**config.mk**
```make
export PLATFORM = sky130hd
export DESIGN_NAME = flash_cmd_seq
export DESIGN_NICKNAME = d
export VERILOG_FILES = /design/src/rtl/flash_cmd_pkg.sv /design/src/rtl/fcs_seq_decode.sv /design/src/rtl/fcs_op_state.sv /design/src/rtl/fcs_ident.sv /design/src/rtl/flash_cmd_seq.sv
export SDC_FILE = /design/constraint.sdc
export NUM_CORES = 1
export LEC_CHECK = 0
export BUFFER_PORTS_ARGS = -buffer_cell sky130_fd_sc_hd__clkbuf_2
export CAP_MARGIN = 20
export CORE_UTILIZATION = 53
export CTS_CLUSTER_SIZE = 40
export DETAILED_ROUTE_END_ITERATION = 8
export GPL_TIMING_DRIVEN = 0
export PLACE_DENSITY = 0.85
export RECOVER_POWER = 100
export SYNTH_ARGS = -nofsm -noshare
export SYNTH_HDL_FRONTEND = slang
export SYNTH_SLANG_ARGS = --single-unit
export TNS_END_PERCENT = 1
```
**constraint.sdc**
```tcl
create_clock -name clk_i -period 4.6 [get_ports clk_i]
set_clock_uncertainty 0.05 [all_clocks]
set_input_delay 0.46 -clock clk_i [delete_from_list [all_inputs] [get_ports clk_i]]
set_output_delay 0.46 -clock clk_i [all_outputs]
set_load 0.005 [all_outputs]
```
**src/rtl/flash_cmd_pkg.sv**
```systemverilog
package flash_cmd_pkg;

  localparam int unsigned CMP_W = 11;

  typedef enum logic [2:0] {
    SQ_IDLE, SQ_UNL1, SQ_UNL2, SQ_PDATA, SQ_ERS1, SQ_ERS2, SQ_ERS3
  } seq_e;

  typedef enum logic [2:0] {
    OP_IDLE, OP_PROG, OP_CERASE, OP_SERASE, OP_SUSP, OP_SUSP_PROG, OP_FAIL
  } op_e;

  typedef enum logic [2:0] {
    CM_NONE, CM_PGM, CM_CERASE, CM_SERASE, CM_SUSPEND, CM_RESUME, CM_AUTOSEL, CM_RESET
  } cmd_e;

  localparam logic [1:0] RM_ARRAY  = 2'd0;
  localparam logic [1:0] RM_IDENT  = 2'd1;
  localparam logic [1:0] RM_STATUS = 2'd2;

  localparam logic [CMP_W-1:0] UNL_ADDR1 = 11'h555;
  localparam logic [CMP_W-1:0] UNL_ADDR2 = 11'h2AA;

  localparam logic [7:0] CD_UNL1    = 8'hAA;
  localparam logic [7:0] CD_UNL2    = 8'h55;
  localparam logic [7:0] CD_PGM     = 8'hA0;
  localparam logic [7:0] CD_IDENT   = 8'h90;
  localparam logic [7:0] CD_ERASE   = 8'h80;
  localparam logic [7:0] CD_CHIP    = 8'h10;
  localparam logic [7:0] CD_SECT    = 8'h30;
  localparam logic [7:0] CD_SUSPEND = 8'hB0;
  localparam logic [7:0] CD_RESET   = 8'hF0;

  function automatic logic op_busy(op_e op);
    return (op == OP_PROG) || (op == OP_CERASE) || (op == OP_SERASE) || (op == OP_SUSP_PROG);
  endfunction

endpackage

```
**src/rtl/fcs_seq_decode.sv**
```systemverilog
module fcs_seq_decode
  import flash_cmd_pkg::*;
#(
  parameter int unsigned ADDR_W = 19
) (
  input  logic              clk_i,
  input  logic              rst_ni,
  input  logic              clr_i,
  input  logic              wr_en_i,
  input  logic [ADDR_W-1:0] wr_addr_i,
  input  logic [7:0]        wr_data_i,
  input  op_e               op_i,
  input  logic              ident_i,
  output cmd_e              cmd_o
);

  seq_e seq_q, seq_d;
  cmd_e cmd_d;
  logic a1_hit, a2_hit;

  assign a1_hit = (wr_addr_i[CMP_W-1:0] == UNL_ADDR1);
  assign a2_hit = (wr_addr_i[CMP_W-1:0] == UNL_ADDR2);

  always_comb begin
    cmd_d = CM_NONE;
    seq_d = seq_q;
    if (wr_en_i) begin
      seq_d = SQ_IDLE;
      case (op_i)
        OP_FAIL:   if (wr_data_i == CD_RESET) cmd_d = CM_RESET;
        OP_SERASE: if (wr_data_i == CD_SUSPEND) cmd_d = CM_SUSPEND;
        OP_IDLE, OP_SUSP: begin
          if (ident_i) begin
            if (wr_data_i == CD_RESET) cmd_d = CM_RESET;
          end else if (seq_q != SQ_PDATA && wr_data_i == CD_RESET) begin
            cmd_d = CM_RESET;
          end else if (seq_q == SQ_IDLE && op_i == OP_SUSP && wr_data_i == CD_SECT) begin
            cmd_d = CM_RESUME;
          end else begin
            case (seq_q)
              SQ_IDLE: if (a1_hit && wr_data_i == CD_UNL1) seq_d = SQ_UNL1;
              SQ_UNL1: if (a2_hit && wr_data_i == CD_UNL2) seq_d = SQ_UNL2;
              SQ_UNL2: if (a1_hit) begin
                if (wr_data_i == CD_PGM) seq_d = SQ_PDATA;
                else if (wr_data_i == CD_IDENT && op_i == OP_IDLE) cmd_d = CM_AUTOSEL;
                else if (wr_data_i == CD_ERASE && op_i == OP_IDLE) seq_d = SQ_ERS1;
              end
              SQ_PDATA: cmd_d = CM_PGM;
              SQ_ERS1: if (a1_hit && wr_data_i == CD_UNL1) seq_d = SQ_ERS2;
              SQ_ERS2: if (a2_hit && wr_data_i == CD_UNL2) seq_d = SQ_ERS3;
              SQ_ERS3: begin
                if (a1_hit && wr_data_i == CD_CHIP) cmd_d = CM_CERASE;
                else if (wr_data_i == CD_SECT) cmd_d = CM_SERASE;
              end
              default: ;
            endcase
          end
        end
        default: ;  // program or chip erase running: ignore
      endcase
    end
  end

  always_ff @(posedge clk_i or negedge rst_ni) begin
    if (!rst_ni)     seq_q <= SQ_IDLE;
    else if (clr_i)  seq_q <= SQ_IDLE;
    else             seq_q <= seq_d;
  end

  assign cmd_o = clr_i ? CM_NONE : cmd_d;

endmodule

```
**src/rtl/fcs_op_state.sv**
```systemverilog
module fcs_op_state
  import flash_cmd_pkg::*;
#(
  parameter int unsigned SECT_W = 3
) (
  input  logic              clk_i,
  input  logic              rst_ni,
  input  logic              clr_i,
  input  logic              done_i,
  input  logic              fail_i,
  input  cmd_e              cmd_i,
  input  logic [SECT_W-1:0] sect_i,
  output op_e               op_o,
  output op_e               op_eff_o,
  output logic              ident_o,
  output logic [SECT_W-1:0] susp_sect_o
);

  op_e               op_q, op_eff, op_d;
  logic              ident_q, ident_d;
  logic [SECT_W-1:0] sect_q, sect_d;

  // engine events land before the write of the same cycle
  always_comb begin
    op_eff = op_q;
    if (op_busy(op_q)) begin
      if (fail_i)      op_eff = OP_FAIL;
      else if (done_i) op_eff = (op_q == OP_SUSP_PROG) ? OP_SUSP : OP_IDLE;
    end
  end

  always_comb begin
    op_d    = op_eff;
    ident_d = ident_q;
    sect_d  = sect_q;
    case (cmd_i)
      CM_PGM:     op_d = (op_eff == OP_SUSP) ? OP_SUSP_PROG : OP_PROG;
      CM_CERASE:  op_d = OP_CERASE;
      CM_SERASE:  begin op_d = OP_SERASE; sect_d = sect_i; end
      CM_SUSPEND: op_d = OP_SUSP;
      CM_RESUME:  op_d = OP_SERASE;
      CM_AUTOSEL: ident_d = 1'b1;
      CM_RESET: begin
        ident_d = 1'b0;
        if (op_eff == OP_FAIL) op_d = OP_IDLE;
      end
      default: ;
    endcase
  end

  always_ff @(posedge clk_i or negedge rst_ni) begin
    if (!rst_ni) begin
      op_q    <= OP_IDLE;
      ident_q <= 1'b0;
      sect_q  <= '0;
    end else if (clr_i) begin
      op_q    <= OP_IDLE;
      ident_q <= 1'b0;
    end else begin
      op_q    <= op_d;
      ident_q <= ident_d;
      sect_q  <= sect_d;
    end
  end

  assign op_o        = op_q;
  assign op_eff_o    = op_eff;
  assign ident_o     = ident_q;
  assign susp_sect_o = sect_q;

endmodule

```
**src/rtl/fcs_ident.sv**
```systemverilog
module fcs_ident #(
  parameter int unsigned ADDR_W  = 19,
  parameter int unsigned SECT_W  = 3,
  parameter logic [7:0]  MFR_ID  = 8'h1C,
  parameter logic [7:0]  FILL_ID = 8'h7F,
  parameter logic [7:0]  DEV_ID  = 8'h4F
) (
  input  logic [ADDR_W-1:0]      rd_addr_i,
  input  logic [(1<<SECT_W)-1:0] prot_i,
  output logic [7:0]             id_o
);

  logic [SECT_W-1:0] sect;
  assign sect = rd_addr_i[ADDR_W-1 -: SECT_W];

  always_comb begin
    case (rd_addr_i[7:0])
      8'h00:   id_o = rd_addr_i[8] ? MFR_ID : FILL_ID;
      8'h01:   id_o = DEV_ID;
      8'h02:   id_o = {7'd0, prot_i[sect]};
      default: id_o = 8'h00;
    endcase
  end

endmodule

```
**src/rtl/flash_cmd_seq.sv**
```systemverilog
module flash_cmd_seq
  import flash_cmd_pkg::*;
#(
  parameter int unsigned ADDR_W = 19,
  parameter int unsigned SECT_W = 3,
  localparam int unsigned NSECT = 1 << SECT_W
) (
  input  logic              clk_i,
  input  logic              rst_ni,
  input  logic              lockout_i,
  input  logic              wr_en_i,
  input  logic [ADDR_W-1:0] wr_addr_i,
  input  logic [7:0]        wr_data_i,
  input  logic [ADDR_W-1:0] rd_addr_i,
  input  logic [NSECT-1:0]  prot_i,
  input  logic              eng_done_i,
  input  logic              eng_fail_i,
  output logic              pgm_start_o,
  output logic              chip_erase_start_o,
  output logic              sector_erase_start_o,
  output logic              suspend_o,
  output logic              resume_o,
  output logic [ADDR_W-1:0] op_addr_o,
  output logic [7:0]        op_data_o,
  output logic [1:0]        read_mode_o,
  output logic [7:0]        id_data_o,
  output logic              busy_o,
  output logic              suspended_o,
  output logic              failed_o
);

  cmd_e              cmd;
  op_e               op_q, op_eff;
  logic              ident;
  logic [SECT_W-1:0] susp_sect;

  fcs_seq_decode #(.ADDR_W(ADDR_W)) u_dec (
    .clk_i     (clk_i),
    .rst_ni    (rst_ni),
    .clr_i     (lockout_i),
    .wr_en_i   (wr_en_i),
    .wr_addr_i (wr_addr_i),
    .wr_data_i (wr_data_i),
    .op_i      (op_eff),
    .ident_i   (ident),
    .cmd_o     (cmd)
  );

  fcs_op_state #(.SECT_W(SECT_W)) u_op (
    .clk_i       (clk_i),
    .rst_ni      (rst_ni),
    .clr_i       (lockout_i),
    .done_i      (eng_done_i),
    .fail_i      (eng_fail_i),
    .cmd_i       (cmd),
    .sect_i      (wr_addr_i[ADDR_W-1 -: SECT_W]),
    .op_o        (op_q),
    .op_eff_o    (op_eff),
    .ident_o     (ident),
    .susp_sect_o (susp_sect)
  );

  fcs_ident #(.ADDR_W(ADDR_W), .SECT_W(SECT_W)) u_id (
    .rd_addr_i (rd_addr_i),
    .prot_i    (prot_i),
    .id_o      (id_data_o)
  );

  always_ff @(posedge clk_i or negedge rst_ni) begin
    if (!rst_ni) begin
      pgm_start_o          <= 1'b0;
      chip_erase_start_o   <= 1'b0;
      sector_erase_start_o <= 1'b0;
      suspend_o            <= 1'b0;
      resume_o             <= 1'b0;
      op_addr_o            <= '0;
      op_data_o            <= '0;
    end else begin
      pgm_start_o          <= (cmd == CM_PGM);
      chip_erase_start_o   <= (cmd == CM_CERASE);
      sector_erase_start_o <= (cmd == CM_SERASE);
      suspend_o            <= (cmd == CM_SUSPEND);
      resume_o             <= (cmd == CM_RESUME);
      if (cmd inside {CM_PGM, CM_CERASE, CM_SERASE, CM_SUSPEND, CM_RESUME}) begin
        op_addr_o <= wr_addr_i;
        op_data_o <= wr_data_i;
      end
    end
  end

  always_comb begin
    case (op_q)
      OP_PROG, OP_CERASE, OP_SERASE, OP_SUSP_PROG, OP_FAIL: read_mode_o = RM_STATUS;
      OP_SUSP: read_mode_o = (rd_addr_i[ADDR_W-1 -: SECT_W] == susp_sect) ? RM_STATUS : RM_ARRAY;
      default: read_mode_o = ident ? RM_IDENT : RM_ARRAY;
    endcase
  end

  assign busy_o      = op_busy(op_q);
  assign suspended_o = (op_q == OP_SUSP) || (op_q == OP_SUSP_PROG);
  assign failed_o    = (op_q == OP_FAIL);

endmodule

```
# ---- After elaboration in Yosys (flattened, before gate mapping)
# Index checks and enable logic that the tools add are counted.
dict set report totals {
  wordCells 118
  input_bits 60
  reg_bits 42
  output_inout_bits 45
}
dict set report op_classes {
  n_reduce_logical 22
  muxes 46
  n_bitwise 1
  n_lt_le_gt_ge 1
  eq_ne 37
}
# cell count
set ops {}
lappend ops {{$mux 3} 30}
lappend ops {{$eq 8x8->1 const B} 6}
lappend ops {{$eq 3x3->1 const B} 12}
lappend ops {{$pmux 3 s5} 2}
lappend ops {{$pmux 8 s3} 1}
lappend ops {{$eq 3x2->1 const B} 7}
lappend ops {{$pmux 3 s3} 2}
lappend ops {{$eq 11x10->1 const B} 1}
lappend ops {{$eq 11x11->1 const B} 1}
lappend ops {{$eq 3x1->1 const B} 3}
lappend ops {{$eq 8x1->1 const B} 1}
lappend ops {{$eq 8x2->1 const B} 1}
lappend ops {{$eq 8x5->1 const B} 1}
lappend ops {{$eq 8x6->1 const B} 1}
lappend ops {{$eq 8x7->1 const B} 1}
lappend ops {{$logic_and 1x1->1} 8}
lappend ops {{$logic_not 8->1} 1}
lappend ops {{$mux 7} 1}
lappend ops {{$logic_not 3->1} 2}
lappend ops {{$mux 2} 3}
lappend ops {{$reduce_bool 5->1} 1}
lappend ops {{$reduce_or 5->1} 1}
lappend ops {{$logic_or 1x1->1} 4}
lappend ops {{$lt 3x4->1 const B} 1}
lappend ops {{11 further kinds} 15}

# ---- Logic depth before layout (Yosys ltp)
# Gate-level depths: netlist (run 1).
dict set report depth {
  ltp_word 21
  depth_mapped 9
  mapped_depth_nobuf 7
}

# ---- Modules after synthesis
# From an unflattened synthesis (run 1), not the netlist that was laid out.
dict set report unflattened {
  hier_cells 230
  area_unflattened_um2 2542.4
}
# mod area_each_um2 cells_per_inst instances seq_area_each_um2
set modules_own_cells {}
lappend modules_own_cells {flash_cmd_seq 1356.3 80 1 800.8}
lappend modules_own_cells {fcs_seq_decode 585.6 78 1 75.1}
lappend modules_own_cells {fcs_op_state 430.4 50 1 175.2}
lappend modules_own_cells {fcs_ident 170.2 22 1 0.0}

# ---- Worst setup path before layout (run 1)
# OpenSTA, ideal clock, no wires.
dict set report synth_path {
  kind {input to register}
  from {input port wr_addr_i[1]}
  to {register op_addr_o[14]}
  setup_ns 0.125
  cell_stages 8
  arrival_time_ns 2.956
  path_buffers 1
  required_ns 4.425
  setup_slack_ns 1.469
  cell_sequence {or4b_1 nor4_4 a21boi_2 o31ai_2 or3_4 a211oi_4 buf_8 mux2_4}
}
dict set report synth_via {
  elab_chain_len 12
  elab_cells_between_ends 17
  cone_classes {eq/ne: 6; mux: 9; reduce/logical: 2}
}
# element line_no
set synth_rtl {}
lappend synth_rtl {{from (decl)} flash_cmd_seq.sv:12} ;# input logic [ADDR_W-1:0] wr_addr_i,
lappend synth_rtl {{$eq 11x11->1 (*)} fcs_seq_decode.sv:21} ;# assign a1_hit = (wr_addr_i[CMP_W-1:0] == UNL_ADDR1);
lappend synth_rtl {{$logic_and 1x1->1} fcs_seq_decode.sv:52} ;# if (a1_hit && wr_data_i == CD_CHIP) cmd_d = CM_CERASE;
lappend synth_rtl {{$mux 3} fcs_seq_decode.sv:52}
lappend synth_rtl {{$pmux 3 s3 (*)} fcs_seq_decode.sv:40} ;# case (seq_q)
lappend synth_rtl {{$mux 3 (*)} fcs_seq_decode.sv:37} ;# end else if (seq_q == SQ_IDLE && op_i == OP_SUSP && wr_data_i == CD_SECT) begin
lappend synth_rtl {{$mux 3 (*)} fcs_seq_decode.sv:35} ;# end else if (seq_q != SQ_PDATA && wr_data_i == CD_RESET) begin
lappend synth_rtl {{$mux 3 (*)} fcs_seq_decode.sv:33} ;# if (ident_i) begin
lappend synth_rtl {{$pmux 3 s3 (*)} fcs_seq_decode.sv:29} ;# case (op_i)
lappend synth_rtl {{$mux 3 (*)} fcs_seq_decode.sv:27} ;# if (wr_en_i) begin
lappend synth_rtl {{$mux 3 (*)} fcs_seq_decode.sv:70} ;# assign cmd_o = clr_i ? CM_NONE : cmd_d;
lappend synth_rtl {{$eq 3x1->1, or another cell as far along} flash_cmd_seq.sv:84} ;# if (cmd inside {CM_PGM, CM_CERASE, CM_SERASE, CM_SUSPEND, CM_RESUME}) begin
lappend synth_rtl {{$reduce_bool 5->1 (*)} flash_cmd_seq.sv:84}
lappend synth_rtl {{to (signal assigned)} flash_cmd_seq.sv:85} ;# op_addr_o <= wr_addr_i;
lappend synth_rtl {{to (decl)} flash_cmd_seq.sv:23} ;# output logic [ADDR_W-1:0] op_addr_o,
# Mark *: on every way between the ends. The rest lies on a longest branch, timed or not.
# A chain may end at the register's enable or synchronous reset.

# ---- Worst setup path in the final report (run 1)
dict set report layout_path {
  from {register u_op.op_q[1], in the netlist u_op.op_o[1]}
  to {register op_addr_o[6]}
}
dict set report layout_via {
  elab_chain_len 19
  elab_cells_between_ends 35
  cone_classes {eq/ne: 12; mux: 14; reduce/logical: 9}
}
# element line_no
set layout_rtl {}
lappend layout_rtl {{from (decl)} fcs_op_state.sv:19} ;# op_e op_q, op_eff, op_d;
lappend layout_rtl {{from (signal assigned)} fcs_op_state.sv:60} ;# op_q <= op_d;
lappend layout_rtl {{$eq 3x3->1, or another cell as far along} {flash_cmd_pkg.sv:35, fcs_op_state.sv:28}}
lappend layout_rtl {{$mux 3 or $logic_or 1x1->1 (tied branches) (2 in a row)} {fcs_op_state.sv:28, flash_cmd_pkg.sv:35}}
lappend layout_rtl {{$mux 3 or $logic_or 1x1->1 (tied branches)} {fcs_op_state.sv:27, flash_cmd_pkg.sv:35}}
lappend layout_rtl {{$mux 3 (*)} fcs_op_state.sv:26} ;# if (op_busy(op_q)) begin
lappend layout_rtl {{$logic_not 3->1} {fcs_seq_decode.sv:29, fcs_seq_decode.sv:45}}
lappend layout_rtl {{$logic_and 1x1->1} fcs_seq_decode.sv:45} ;# else if (wr_data_i == CD_IDENT && op_i == OP_IDLE) cmd_d = CM_AUTOSEL;
lappend layout_rtl {{$mux 3} fcs_seq_decode.sv:45}
lappend layout_rtl {{$mux 3} fcs_seq_decode.sv:44} ;# if (wr_data_i == CD_PGM) seq_d = SQ_PDATA;
lappend layout_rtl {{[... 2 more ...]} n/a}
lappend layout_rtl {{$mux 3} fcs_seq_decode.sv:37}
lappend layout_rtl {{$mux 3} fcs_seq_decode.sv:35}
lappend layout_rtl {{$mux 3} fcs_seq_decode.sv:33}
lappend layout_rtl {{$pmux 3 s3 (*)} fcs_seq_decode.sv:29}
lappend layout_rtl {{$mux 3 (*)} fcs_seq_decode.sv:27}
lappend layout_rtl {{$mux 3 (*)} fcs_seq_decode.sv:70}
lappend layout_rtl {{$eq 3x1->1, or another cell as far along} flash_cmd_seq.sv:84}
lappend layout_rtl {{$reduce_bool 5->1 (*)} flash_cmd_seq.sv:84}
# Marks and branches as above.

==> out/results.txt, run 1 <==
WL final: 7.17 mm
Final TNS setup: 0 ns
Worst Path Buf+Inv: 1
CTS max path bufs: 2
ANT nets after route: 0
Gr busiest metal: met2
Xor/xnor share of the synthesized area: 0.949%
Vias: 2557
Total grt overflow: 0
Slowest stage cell, crit path: a211oi_4
Final setup violation count: 0
Port bufs: 94
Area of the core: 4880 um^2
CTS Sinks: 42
Largest net degree at the start of global routing: 43
Async SR Flop Fraction: 100%
Simple-gate portion of the synthesized area: 23.4%
RSZ-0062 raised after global routing: false
Instance count of the mapped netlist: 265
Syn Nets: 325
Chip Height: 74.3 um
Crit path kind: flip-flop to flip-flop
Drt initial violations: 242
Layout cells sized above 1: 31.6%
M1 GR Usage: 35.2%
First-pass GRT wire length: 11.4 mm
Startpoint Class: flip-flop
TritonCTS buffer count: 5
Max cap viols: 1
Pwr dens: 250 nW/um^2
Worst vdd ir: 200 uV
Initial Utilization: 56.7%
Multi-input logic area: 1530 um^2
WP data required: 4.73 ns
Post-CTS Setup Bufs: 0
Main flop type after synthesis: dfrtp_1
Worst skew pair latency: 0.30 ns
Placement Rows: 25
Data arrival, critical path: 3.87 ns
Failing checks: max-capacitance violations, max-slew violations
Number of nets in the layout: 429
Filler cells: 411
Final hold slack: 0.334 ns
Vias per cell: 5.85
Drt first pass iters: 4
Post-synthesis compound-gate area fraction: 16.0%
HPWL after DPL: 5.44 mm
Initial antenna violation count: 0
Root Driver: clkbuf_8
CP Cell Sequence: a21bo_2 > a211oi_1 > nand4_1 > o21ai_1 > o31ai_1 > a211oi_4 > clkbuf_1 > mux2_1
Wire per inst: 16.4 um
Synth Area in Adders: 0%
Die Width: 74.3 um
Area occupied by registers: 1050 um^2
CTS tree: built
Gr usage total: 27.5%
Status: finished with violations
Final Hold Fails: 0
Vias in the first global route: 2433
LEAKAGE: 1.52 nW
Crit path max fanout: 10
Met3 Use GR: 4.47%
Most frequent cells in the layout: clkbuf_2 (67), dfrtp_1 (42), clkbuf_1 (37), nor2_1 (25), nand2_1 (18)
EDFF count, synth: 0
HP Class: primary input to flip-flop
Worst setup EP type: flip-flop
Post-synth cell types: 69
Seq/Total Area, Yosys: 38.0%
Largest family of logic cells by synthesized area: simple AND/OR/NAND/NOR gates
H-tree depth: 2
Max-slew violation count: 33
Worst slew margin: -15.4%
Met2 Resource Use GR: 48.0%
Highest clock rate: 267 MHz
Most common cell after layout, fill and taps aside: clkbuf_2
Yosys warning count: 0
Mux contribution to synthesized area: 17.1%
Area delta synth->final: 20.4%
Final GP Congestion: 0.918
Mapped cell area: 2770 um^2
Avg Cell Area, Syn: 10.4 um^2
Inserted Diodes: 0
Clk slew on worst S/H paths: 0.09 ns
Crit path time final: 3.74 ns
Ports: 105
Residual DRC: 0
Yosys reg bits: 42
Die ar.: 5520 um^2
CP max stage delay: 0.60 ns
Worst-margin pin slew: 1.73 ns
Final Cycle Share: 81.4%
CP top delay family: compound AO/OA/AOI/OAI gates
[metrics by stage]
step / setup slack, ns / std cells / util [%] / cell area [um^2] / power [W]
after floorplan: 1.47 / 265 / - / 2770 / 0.000480
after global placement: 0.940 / 426 / 68.1 / 3320 / 0.000551
after detailed placement: 0.915 / 427 / 68.2 / 3330 / 0.000558
after CTS: 1.19 / 435 / 70.5 / 3440 / 0.000856
after global routing: 0.635 / 437 / 68.3 / 3330 / 0.000869
final: 0.858 / 437 / 68.3 / 3330 / 0.000834
[layer usage]
layer  up-vias  wire (um)
li1       1206          -
met3        15        495
met5         -          0
met1      1212       2880
met4         0        139
met2       124       3650
[report_power, final]
| part | switching (W) | internal, W | total [W] |
|---|---|---|---|
| clock network | 0.000136 | 0.000163 | 0.000299 |
| logic | 0.0000645 | 0.0000618 | 0.000126 |
| registers | 0.0000141 | 0.000395 | 0.000409 |
[cell families after synthesis]
kind of cell,Yosys count
compound gates,60
xor+xnor,3
buf+inv,19
flops,42
mux,34
other cells,1
simple gates,106
[worst reg2reg max path, delay by kind of cell, from the launching register on]
kind	cells	cell delay, ns
DFF	1	0.44
buffers and inverters	1	0.53
AOI/OAI and AO/OA	5	1.90
and+or+nand+nor	1	0.30
muxes	1	0.41
[repair_timing]
action | CTS | global route
endpoints found under the setup margin | 0 | 0
resized for setup | 0 | 0
hold buffers | 0 | 1
endpoints found under the hold margin | 0 | 10
[registers in the layout, indices dropped and copies added (netlist names)]
register and cells:
resume_o 1, pgm_start_o 1, u_op.op_o 3, sector_erase_start_o 1, u_op.susp_sect_o 3, u_op.ident_o 1, op_addr_o 19, op_data_o 8
suspend_o 1, chip_erase_start_o 1, u_dec.seq_q 3
[cell usage after synthesis (2+ instances only)]
cell | count | area share [%]
dfrtp_1 | 42 | 38
nor2_1 | 25 | 3.4
mux2_4 | 19 | 10
nand2_1 | 18 | 2.4
mux2_2 | 11 | 4.5
a21oi_1 | 10 | 1.8
o21ai_0 | 9 | 1.6
nor3_1 | 7 | 1.3
clkbuf_1 | 6 | 0.81
inv_1 | 5 | 0.68
nor3b_1 | 5 | 1.4
a211oi_1 | 4 | 1.1
nand3_1 | 4 | 0.72
nand4_1 | 4 | 0.90
nand4b_1 | 4 | 1.3
nor2b_1 | 4 | 0.90
nor4_1 | 4 | 0.90
o21a_1 | 4 | 1.1
o41ai_1 | 4 | 1.3
a31oi_1 | 3 | 0.68
buf_4 | 3 | 0.81
nor4b_1 | 3 | 0.95
nor4bb_1 | 3 | 1.1
o21ai_1 | 3 | 0.54
or2_2 | 3 | 0.68
xnor2_1 | 3 | 0.95
a21boi_0 | 2 | 0.54
a21o_1 | 2 | 0.54
and2_1 | 2 | 0.45
and2b_2 | 2 | 0.63
and3_1 | 2 | 0.45
buf_8 | 2 | 1.1
mux2i_1 | 2 | 0.72
mux4_2 | 2 | 1.6
nand3b_1 | 2 | 0.54
nor4_2 | 2 | 0.90
o211ai_1 | 2 | 0.54
o31ai_1 | 2 | 0.54
[worst paths after layout]
kind / from / endpoint / slack (ns) / cells after the start
setup / recovery: u_op.op_o[1]$_DFF_PN0_ / op_addr_o[6]$_DFFE_PN0P_ / 0.86 / 8
hold / removal: wr_addr_i[15] / op_addr_o[15]$_DFFE_PN0P_ / 0.33 / 2
setup reg to reg: u_op.op_o[1]$_DFF_PN0_ / op_addr_o[6]$_DFFE_PN0P_ / 0.86 / 8
hold reg to reg: op_data_o[2]$_DFFE_PN0P_ / op_data_o[2]$_DFFE_PN0P_ / 0.45 / 1
max in group asynchronous: rst_ni / resume_o$_DFF_PN0_ / 1.88 / 3
min in group asynchronous: rst_ni / op_addr_o[0]$_DFFE_PN0P_ / 0.62 / 2
[cell type report]
cell class	count	share of cell area, %
buffer	14	2.48
tap	67	2.52
clock buffer	5	2.06
clock inverter	3	1.31
timing repair buffer	97	13.6
multi-input combinational	204	45.9
sequential	42	31.5
inverter	5	0.563
Note: power is estimated with default switching activity, not from simulation.
==> run 2, diff against run 1 <==
CORE_UTILIZATION = 45   (was 53)
PLACE_DENSITY = 0.77   (was 0.85)
clock period = 3.2 ns   (was 4.6 ns; I/O delays follow)
==> run 2 against run 1 <==
The flow now finishes without violations; sequential power rose by 44%; clock power rose by 21%; die area grew 17%; hold slack got worse by 0.15 ns; cell count is 2.5% higher; maximum frequency up 24%; wire length grew 2.6%; critical endpoint is now op_addr_o[4]$_DFFE_PN0P_; highest routed layer unchanged.
==> out/results.txt, run 2 (synthesis results as in run 1) <==
HP Start: wr_data_i[4]
CTS Sinks: 42 (unchanged)
Gr usage total: 23.6% (-3.9 points)
Crit path time final: 3.03 ns (-0.717 ns)
Crit path kind: flip-flop to flip-flop
R2R Path End: op_addr_o[4]$_DFFE_PN0P_
Crit path max fanout: 10 (unchanged)
Area delta synth->final: 25.2%
Ports: 105 (unchanged)
WL final: 7.36 mm (+2.6%)
Area of the core: 5920 um^2 (+21%)
Reg-to-reg slack, setup: 0.17 ns (-0.68 ns)
Port bufs: 94 (unchanged)
Vias per cell: 5.76 (-1.6%)
RR Startpoint: u_op.op_o[0]$_DFF_PN0_
CTS max path bufs: 2 (unchanged)
Vias in the first global route: 2450 (+0.70%)
Endpoint, Worst Hold: u_dec.seq_q[2]$_DFFE_PN0P_
Data arrival, critical path: 3.17 ns (-0.70 ns)
Status: complete, no violations
Chip Height: 80.4 um (+8.3%)
Most common cell after layout, fill and taps aside: clkbuf_2
Wire per inst: 16.4 um (about the same)
R2r worst-path depth: 10 (+2)
CTS tree: built
Drt initial violations: 341 (+41%)
CP Cell Sequence: clkbuf_1 > inv_1 > o2111ai_1 > o21a_1 > nand2_1 > or3_4 > a211oi_4 > buf_12 > buf_6 > mux2_4
Largest net degree at the start of global routing: 43 (unchanged)
Pwr dens: 331 nW/um^2 (+32%)
Die ar.: 6470 um^2 (+17%)
Worst slew margin: 10.9% (+26 points)
Max cap viols: 0 (-1)
Max-slew violation count: 0 (-100%)
Most flops, register: op_addr_o
HP Class: primary input to flip-flop
WP data required: 3.34 ns (-1.39 ns)
Drt first pass iters: 5 (+1)
Power, Total: 0.00115 W (+38%)
Clk slew on worst S/H paths: 0.09 ns (about the same)
First-pass GRT wire length: 11.7 mm (+2.3%)
CP max stage delay: 0.40 ns (-0.20 ns)
Root Driver: clkbuf_8
Startpoint Class: flip-flop
RSZ-0062 raised after global routing: false
TritonCTS buffer count: 5 (unchanged)
Worst setup EP type: flip-flop
Die Width: 80.4 um (+8.3%)
H-tree depth: 2 (unchanged)
Final Hold Fails: 0 (unchanged)
ANT nets after route: 0 (unchanged)
Final TNS setup: 0 ns (unchanged)
Number of nets in the layout: 432 (+0.70%)
Final setup violation count: 0 (unchanged)
Highest clock rate: 331 MHz (+24%)
Worst vdd ir: 213 uV (+6.4%)
Total grt overflow: 0 (unchanged)
HPWL after DPL: 5.43 mm (-0.19%)
Residual DRC: 0 (unchanged)
Hold Crit Depth: 2 (unchanged)
Top flop regs: op_addr_o (19), op_data_o (8)
LEAKAGE: 1.56 nW (+2.7%)
Final Cycle Share: 94.5% (+13 points)
Worst-margin pin slew: 1.34 ns (-0.394 ns)
Worst skew pair latency: 0.31 ns (about the same)
Slowest stage cell, crit path: or3_4
Final GP Congestion: 0.968 (+5.4%)
Max FFs per register: 19 (unchanged)
Placement Rows: 28 (+12%)
Most frequent cells in the layout: clkbuf_2 (67), dfrtp_1 (42), clkbuf_1 (33), nor2_1 (25), mux2_4 (19)
Initial antenna violation count: 0 (unchanged)
Inserted Diodes: 0 (unchanged)
Vias: 2580 (+0.90%)
Initial Utilization: 46.8% (-10 points)
Layout cells sized above 1: 38.6% (+7.0 points)
## run 2: cell types whose count changed in the layout (fill, tap and decap cells not counted), sizes merged
cell,before,now
buf,4,10
bufinv,1,0
clkbuf,111,108
clkinv,1,2
## run 2: layer usage
| layer | up-vias | GRT usage [%] | wire length, um | part of all wire, % |
|---|---|---|---|---|
| li1 | 1216 | - | - | - |
| met2 | 130 | 38.5 | 3580 | 49 |
| met5 | - | 0 | 0 | 0 |
| met1 | 1221 | 30.9 | 3170 | 43 |
| met4 | 0 | 8.21 | 126 | 1.7 |
| met3 | 13 | 4.77 | 475 | 6.5 |
## run 2: worst max path at each step
stage          cells past startpoint              startpoint                   endpoint
3_5_place_dp                       9            wr_data_i[1]   op_data_o[4]$_DFFE_PN0P_
4_1_cts                            9  u_op.op_o[1]$_DFF_PN0_   op_data_o[4]$_DFFE_PN0P_
2_1_floorplan                      8            wr_addr_i[1]  op_addr_o[14]$_DFFE_PN0P_
5_1_grt                            9  u_op.op_o[2]$_DFF_PN0_   op_addr_o[2]$_DFFE_PN0P_
6_report                          10  u_op.op_o[0]$_DFF_PN0_   op_addr_o[4]$_DFFE_PN0P_
3_3_place_gp                       9            wr_data_i[1]   op_data_o[0]$_DFFE_PN0P_
## run 2: what timing repair did
action / 4_1_cts / 5_1_grt
pin swaps: 1 / 0
hold buffers: 0 / 1
hold endpoints to repair: 0 / 17
buffers inserted: 3 / 0
resized for setup: 0 / 5
setup endpoints to repair: 28 / 28
## run 2: report_power, final
| part | switching (W) | internal, W |
|---|---|---|
| Sequential | 0.0000205 | 0.000568 |
| Combinational | 0.0000919 | 0.000107 |
| Clock | 0.000207 | 0.000154 |
| Total | 0.000320 | 0.000829 |
## run 2: cell type report
class                   count  area (um^2)
well taps                  75         93.8
multi-input cells         204         1610
clock buffers               5         68.8
repair buffers            100          503
clock inverters             3         18.8
plain buffers              14          101
fillers                   506         2450
inverters                   5         18.8
flip-flops and latches     42         1050
## run 2: per-stage QoR
stage | instances | area [um^2] | setup slack [ns] | utilization [%] | hold WS, ns
floorplan | 265 | 2770 | 0.209 | - | -0.0256
CTS | 446 | 3470 | 0.0978 | 58.7 | 0.180
global route | 448 | 3470 | 0.0100 | 58.6 | 0.178
global placement | 434 | 3330 | -0.311 | 56.3 | 0.439
finish | 448 | 3470 | 0.175 | 58.6 | 0.184
detailed placement | 435 | 3340 | -0.353 | 56.4 | 0.444
## run 2: worst max-delay path: cells and delay by family, from the launching register on
family | cells | cell delay (ns)
simple gates | 2 | 0.47
flops | 1 | 0.35
compound gates | 3 | 0.86
mux | 1 | 0.31
buf+inv | 4 | 0.87
